--- config.mk ---
export PLATFORM = sky130hd
export DESIGN_NAME = reset_sequencer
export DESIGN_NICKNAME = d
export VERILOG_FILES = /design/src/rtl/rstc_pkg.sv /design/src/rtl/rstc_req_merge.sv /design/src/rtl/rstc_pwrt.sv /design/src/rtl/rstc_status.sv /design/src/rtl/reset_sequencer.sv
export SDC_FILE = /design/constraint.sdc
export NUM_CORES = 1
export LEC_CHECK = 0
export CAP_MARGIN = 10
export CORE_MARGIN = 4
export CORE_UTILIZATION = 51
export CTS_CLUSTER_SIZE = 16
export DETAILED_ROUTE_END_ITERATION = 16
export PLACE_DENSITY = 0.92
export SETUP_SLACK_MARGIN = 0.1
export SLEW_MARGIN = 20
export SYNTH_ARGS = -nofsm -noshare
export SYNTH_HDL_FRONTEND = slang
export SYNTH_SLANG_ARGS = --single-unit
--- constraint.sdc ---
create_clock -name clk -period 2.7 [get_ports clk]
set_input_delay 0.675 -clock clk [delete_from_list [all_inputs] [get_ports clk]]
set_output_delay 0.675 -clock clk [all_outputs]
set_load 0.01 [all_outputs]
--- src/rtl/rstc_pkg.sv ---
package rstc_pkg;

  typedef enum logic [2:0] {
    CAUSE_POWERON   = 3'd0,
    CAUSE_PIN_RUN   = 3'd1,
    CAUSE_PIN_SLEEP = 3'd2,
    CAUSE_WATCHDOG  = 3'd3,
    CAUSE_BROWNOUT  = 3'd4,
    CAUSE_SOFTWARE  = 3'd5,
    CAUSE_STK_FULL  = 3'd6,
    CAUSE_STK_UNDER = 3'd7
  } cause_e;

  localparam int FLAG_W   = 5;
  localparam int FLG_POR  = 0;
  localparam int FLG_BOR  = 1;
  localparam int FLG_WDT  = 2;
  localparam int FLG_SW   = 3;
  localparam int FLG_STK  = 4;
  localparam int PRIO_BIT = 7;
  localparam int REG_W    = 8;

  typedef struct packed {
    logic pin;
    logic sleep;
    logic wdt;
    logic bor;
    logic sw;
    logic sfull;
    logic sunf;
  } req_t;

endpackage

--- src/rtl/rstc_req_merge.sv ---
module rstc_req_merge
  import rstc_pkg::*;
(
  input  req_t              req_i,
  input  logic              bor_en_i,
  output logic              any_req_o,
  output logic              bor_eff_o,
  output logic [FLAG_W-1:0] set_o,
  output cause_e            cause_o
);

  logic bor_eff;

  assign bor_eff   = req_i.bor & bor_en_i;
  assign bor_eff_o = bor_eff;
  assign any_req_o = req_i.pin | req_i.wdt | req_i.sw | req_i.sfull | req_i.sunf | bor_eff;

  // event-to-flag mapping; power-on flag is only set by the block reset
  always_comb begin
    set_o          = '0;
    set_o[FLG_BOR] = bor_eff;
    set_o[FLG_WDT] = req_i.wdt;
    set_o[FLG_SW]  = req_i.sw;
    set_o[FLG_STK] = req_i.sfull | req_i.sunf;
  end

  // fixed-priority cause encoder
  always_comb begin
    if (bor_eff)         cause_o = CAUSE_BROWNOUT;
    else if (req_i.wdt)  cause_o = CAUSE_WATCHDOG;
    else if (req_i.pin)  cause_o = req_i.sleep ? CAUSE_PIN_SLEEP : CAUSE_PIN_RUN;
    else if (req_i.sw)   cause_o = CAUSE_SOFTWARE;
    else if (req_i.sfull) cause_o = CAUSE_STK_FULL;
    else if (req_i.sunf) cause_o = CAUSE_STK_UNDER;
    else                 cause_o = CAUSE_POWERON;
  end

endmodule

--- src/rtl/rstc_pwrt.sv ---
module rstc_pwrt #(
  parameter int PU_TICKS = 2048
) (
  input  logic clk,
  input  logic por_i,
  input  logic tick_i,
  input  logic restart_i,
  output logic busy_o,
  output logic busy_nxt_o
);

  localparam int CW = (PU_TICKS > 2) ? $clog2(PU_TICKS) : 1;
  localparam logic [CW-1:0] LAST = CW'(PU_TICKS - 1);

  logic [CW-1:0] cnt_q, cnt_nxt;
  logic          busy_q, busy_nxt;

  always_comb begin
    busy_nxt = busy_q;
    cnt_nxt  = cnt_q;
    if (restart_i) begin
      busy_nxt = 1'b1;
      cnt_nxt  = '0;
    end else if (busy_q && tick_i) begin
      if (cnt_q == LAST) begin
        busy_nxt = 1'b0;
        cnt_nxt  = '0;
      end else begin
        cnt_nxt = cnt_q + 1'b1;
      end
    end
  end

  always_ff @(posedge clk or posedge por_i) begin
    if (por_i) begin
      busy_q <= 1'b1;
      cnt_q  <= '0;
    end else begin
      busy_q <= busy_nxt;
      cnt_q  <= cnt_nxt;
    end
  end

  assign busy_o     = busy_q;
  assign busy_nxt_o = busy_nxt;

  // count only advances on a slow tick
  a_r2_hold_without_tick: assert property (@(posedge clk) disable iff (por_i)
    (busy_q && !tick_i && !restart_i) |=> $stable(cnt_q));

  // the delay ends only on a tick
  a_r2_release_on_tick: assert property (@(posedge clk) disable iff (por_i)
    $fell(busy_q) |-> $past(tick_i));

  // an enabled brown-out always re-arms the delay
  a_r4_restart_arms: assert property (@(posedge clk) disable iff (por_i)
    restart_i |=> (busy_q && cnt_q == '0));

endmodule

--- src/rtl/rstc_status.sv ---
module rstc_status
  import rstc_pkg::*;
(
  input  logic              clk,
  input  logic              por_i,
  input  logic [FLAG_W-1:0] set_i,
  input  logic              cause_vld_i,
  input  cause_e            cause_i,
  input  logic              we_i,
  input  logic [REG_W-1:0]  wdata_i,
  input  logic              re_i,
  output logic [REG_W-1:0]  rdata_o,
  output cause_e            cause_o
);

  logic [FLAG_W-1:0] flags_q, flags_nxt, clr;
  logic              prio_q;
  cause_e            cause_q;
  logic [REG_W-1:0]  word, rdata_q;

  assign clr       = we_i ? ~wdata_i[FLAG_W-1:0] : '0;
  assign flags_nxt = (flags_q & ~clr) | set_i;

  always_comb begin
    word                = '0;
    word[FLAG_W-1:0]    = flags_q;
    word[PRIO_BIT]      = prio_q;
  end

  always_ff @(posedge clk or posedge por_i) begin
    if (por_i) begin
      flags_q <= FLAG_W'(1) << FLG_POR;
      prio_q  <= 1'b0;
      cause_q <= CAUSE_POWERON;
      rdata_q <= '0;
    end else begin
      flags_q <= flags_nxt;
      if (we_i)        prio_q  <= wdata_i[PRIO_BIT];
      if (cause_vld_i) cause_q <= cause_i;
      if (re_i)        rdata_q <= word;
    end
  end

  assign rdata_o = rdata_q;
  assign cause_o = cause_q;

  // an event always leaves its flag set, even against a clear
  for (genvar k = 0; k < FLAG_W; k++) begin : g_flag_chk
    a_r6_set_wins: assert property (@(posedge clk) disable iff (por_i)
      set_i[k] |=> flags_q[k]);
  end

  // unused bits read zero
  a_r7_gap_zero: assert property (@(posedge clk) disable iff (por_i)
    rdata_q[6:5] == 2'b00);

  // read data holds between reads
  a_r8_read_hold: assert property (@(posedge clk) disable iff (por_i)
    !re_i |=> $stable(rdata_q));

endmodule

--- src/rtl/reset_sequencer.sv ---
module reset_sequencer
  import rstc_pkg::*;
#(
  parameter int PU_TICKS = 2048
) (
  input  logic       clk,
  input  logic       por_req,
  input  logic       lf_tick,
  input  logic       ext_rst_req,
  input  logic       in_sleep,
  input  logic       wdt_expire,
  input  logic       bor_detect,
  input  logic       bor_enable,
  input  logic       sw_reset,
  input  logic       stk_full,
  input  logic       stk_underflow,
  input  logic       reg_we,
  input  logic [7:0] reg_wdata,
  input  logic       reg_re,
  output logic [7:0] reg_rdata,
  output logic [2:0] reset_cause,
  output logic       chip_rst
);

  req_t              req;
  logic              any_req, bor_eff, busy, busy_nxt;
  logic [FLAG_W-1:0] set_vec;
  cause_e            cause_nxt, cause_cur;
  logic              rst_q;

  always_comb begin
    req.pin   = ext_rst_req;
    req.sleep = in_sleep;
    req.wdt   = wdt_expire;
    req.bor   = bor_detect;
    req.sw    = sw_reset;
    req.sfull = stk_full;
    req.sunf  = stk_underflow;
  end

  rstc_req_merge u_merge (
    .req_i     (req),
    .bor_en_i  (bor_enable),
    .any_req_o (any_req),
    .bor_eff_o (bor_eff),
    .set_o     (set_vec),
    .cause_o   (cause_nxt)
  );

  rstc_pwrt #(.PU_TICKS(PU_TICKS)) u_pwrt (
    .clk        (clk),
    .por_i      (por_req),
    .tick_i     (lf_tick),
    .restart_i  (bor_eff),
    .busy_o     (busy),
    .busy_nxt_o (busy_nxt)
  );

  rstc_status u_status (
    .clk         (clk),
    .por_i       (por_req),
    .set_i       (set_vec),
    .cause_vld_i (any_req),
    .cause_i     (cause_nxt),
    .we_i        (reg_we),
    .wdata_i     (reg_wdata),
    .re_i        (reg_re),
    .rdata_o     (reg_rdata),
    .cause_o     (cause_cur)
  );

  // set/reset latch: any request sets, timer completion with no request releases
  always_ff @(posedge clk or posedge por_req) begin
    if (por_req) rst_q <= 1'b1;
    else         rst_q <= any_req | busy_nxt;
  end

  assign chip_rst    = rst_q;
  assign reset_cause = cause_cur;

  // a request is reflected on the chip reset at the next edge
  a_r3_req_sets_rst: assert property (@(posedge clk) disable iff (por_req)
    any_req |=> chip_rst);

  // reset never drops while the power-up delay is still running
  a_r2_held_while_busy: assert property (@(posedge clk) disable iff (por_req)
    busy |-> chip_rst);

endmodule

==> summary.txt <==
Global route
  • Total GRT Usage: between 10% and 20%
  • First-pass GRT wire length: 4.59 mm
  • Largest net degree at the start of global routing: 29
  • Initial antenna violation count: 0
  • Number of global-route vias before repair: 1,043
  • Total gr overflow: 0

Floorplanning
  • Die width: around 58 um
  • Core box area: ~2300 um2
  • # rows: 17
  • Total die area: roughly 3400 um2
  • Chip height: 58.2 um
  • Initial core utilization: 56.0%
  • Top Ports: 33

Setup path
  • Critical path class: reg -> out
  • Startpoint Class: flip-flop
  • CP max-delay cell: dfstp_2
  • Crit-path cells: clkdlybuf4s50_1
  • Required time of the worst setup path: approximately 2 ns
  • Worst path max stage delay: approximately 0.54 ns
  • Top Family by Delay on Critical Path: flip-flops
  • Buf+Inv Stages, Crit Path: 1
  • Crit end category: output port
  • Crit path DAT: 1.40 ns
  • Crit path max fanout: 1

Finish
  • Finished Cell Area: approximately 1600 um2
  • Antenna fix cells: 0
  • Post-layout util: 70.4%
  • Nets: roughly 170
  • Layout cell share with drive strength beyond 1: roughly a tenth
  • Area added between synthesis and finish: 25.7%

Power and ir drop
  • Seq pwr share: between 60 and 70%
  • LEAKAGE: between 0.6 and 0.7 nW
  • Share of power burned in combinational logic: 17.0%
  • Switching Power: 0.000195 W
  • Power per Cell Area: about 480 nW/um2
  • Switching Share: approximately a quarter
  • Clock Power Share: ~22%
  • Pwr Total: slightly below 0.0008 W
  • Internal: between 0.0005 and 0.0006 W
  • Max VDD drop: 0.310 mV

Logic synthesis
  • Most common cell in the netlist: dfrtp_1
  • Cell variety after synth: 35
  • Synth top area cells: dfrtp_1 49%, dfstp_2 6.1%, mux2_1 5.3%
  • Post-synth EDFFs: 0
  • Top_reg_cell synth: dfrtp_1
  • Share of the synthesized area in the top cell type: slightly below 50%
  • Synth Cell Area: ~1300 um2
  • Post-synthesis cell count: 120
  • Yosys reg bits: 28
  • Fraction of registers with async set/reset: between 90% and 100%
  • Compound-Gate Fraction of Synth Area: under 10%
  • Count of warnings emitted by yosys: 0
  • Syn Area/Cell: approximately 11 um2
  • Area leader, netlist: dfrtp_1
  • Post-synthesis xor/xnor area fraction: 6.13%
  • Sequential cell area fraction in the yosys report: between 50% and 60%
  • Largest family of logic cells by synthesized area: simple AND/OR/NAND/NOR gates
  • Simple logic cell fraction of the synthesized area: 21.6%
  • Adder-cell share of the synthesized area: 0.973%
  • Synth top cells by count: 25 x dfrtp_1, 17 x nor2_1, 14 x nand2_1, 6 x mux2_1
  • Post-synthesis mux area share: slightly above 6%

Timing
  • Final setup vio count: 0
  • Setup TNS: 0 ns
  • Worst-Margin Slew: 0.548 ns
  • Final Hold Fails: 0
  • Slew margin rel.: a little under two thirds
  • Tmin final: between 2 and 2.5 ns
  • WHS: around 0.47 ns
  • F_max: 482 MHz
  • Final number of max-transition violations: 0
  • RSZ-0062 raised after global routing: no
  • Fraction of the cycle the final worst path needs: 76.8%
  • Clock skew: 0.00239 ns

Clock network
  • Number of hold buffers added after cts: 0
  • Clk Latency, worst-skew pair: between 0.3 and 0.4 ns
  • # clock sinks: 28
  • Post CTS Setup Buffer Count: 0
  • Root Driver: clkbuf_4
  • CTS H-tree depth: 1
  • Clk buf depth: 2
  • CTS tree: done
  • CTS resizes: 0
  • CTS clk-pin slew, worst paths: between 0.1 and 0.15 ns
  • Num CTS Buffers: 3

Routing
  • Final ANT Viol Nets: 0
  • Drt total wl: approximately 2.7 mm
  • Iter 0 DRT Violations: 14
  • Drc violations: 0
  • Via count: about 990
  • Detailed Routing Iterations Pass 1: 6
  • Vias per cell: between 5 and 6
  • WL per Instance: 15.2 um

Placed design
  • Post-DP Area: 1590 um2
  • Final GP Congestion: approximately 0.84
  • Dpl hpwl: between 2 and 2.5 mm
  • Buffers on Ports: 28

Hold path
  • Min-delay worst type: reg -> reg

Outcome
  • Status: finished, final reports clean

Flow run
  • Max Cap Viol: 0
==> flip-flops by register name, summed over array words and instances (netlist names) <==
signal,count
u_pwrt.cnt_q,11
u_status.rdata_o,6
u_status.flags_q,5
u_status.cause_o,3
chip_rst,1
u_pwrt.busy_o,1
u_status.prio_q,1
==> per-stage QoR <==
step	cells	setup WS (ns)
global route	178	0.594
detailed placement	174	0.603
global placement	174	0.657
CTS	178	0.610
floorplan	121	1.24
finish	178	0.627
==> final timing paths <==
| kind | slack (ns) | endpoint | from | cells after the start |
|---|---|---|---|---|
| min reg2reg | 0.47 | u_status.flags_q[0] | u_status.flags_q[0] | 1 |
| min in group asynchronous | 0.69 | u_status.prio_q | por_req | 3 |
| min | 0.47 | u_status.flags_q[0] | u_status.flags_q[0] | 1 |
| max reg2reg | 1.23 | u_pwrt.busy_o | u_pwrt.cnt_q[0] | 5 |
| max | 0.63 | chip_rst | chip_rst | 1 |
| max in group asynchronous | 1.70 | chip_rst | por_req | 3 |
==> kinds of logic (layout without fill, tap and decap cells) <==
| group | count (synthesis) | in the layout |
|---|---|---|
| adders and majority gates | 1 | 1 |
| muxes | 7 | 7 |
| xor gates and xnor gates | 9 | 9 |
| buffers and inverters | 7 | 36 |
| DFF | 28 | 28 |
| and+or+nand+nor | 53 | 53 |
| other | 1 | 2 |
| AOI/OAI and AO/OA | 14 | 14 |
==> power by group through the flow <==
| stage | Clock [W] | Combinational [W] | Sequential (W) |
|---|---|---|---|
| after detailed placement | 0 | 0.000132 | 0.000473 |
| after floorplan | 0 | 0.0000577 | 0.000475 |
| after global placement | 0 | 0.000126 | 0.000471 |
| after global routing | 0.000192 | 0.000144 | 0.000469 |
| final | 0.000173 | 0.000131 | 0.000466 |
| after CTS | 0.000177 | 0.000133 | 0.000465 |
==> placed cells by master, fill, tap and decap left out, drive strengths merged, types with 4 or more instances in the layout <==
| cell type | Yosys | routed |
|---|---|---|
| clkdlybuf4s50 | 0 | 28 |
| dfrtp | 25 | 25 |
| nor2 | 17 | 17 |
| nand2 | 14 | 14 |
| mux2 | 7 | 7 |
| o21ai | 6 | 6 |
| nand3 | 6 | 6 |
| xnor2 | 5 | 5 |
| xor2 | 4 | 4 |
| clkbuf | 2 | 4 |
==> routing by layer <==
| layer | wire [um] | global-route usage [%] | vias up |
|---|---|---|---|
| met3 | 180 | 3.79 | 3 |
| met1 | 1130 | 21.1 | 478 |
| met2 | 1360 | 31.1 | 35 |
| li1 | - | - | 471 |
| met5 | 0 | 0 | - |
| met4 | 30 | 6.95 | 0 |
==> final cells by class <==
class	instances	area, um2
timing repair buffer	29	288
fill	170	681
tap	28	35.0
sequential	28	704
clock buffer	4	26.3
inverter	3	11.3
multi-input combinational	86	552
(Power assumes the default switching activity.)
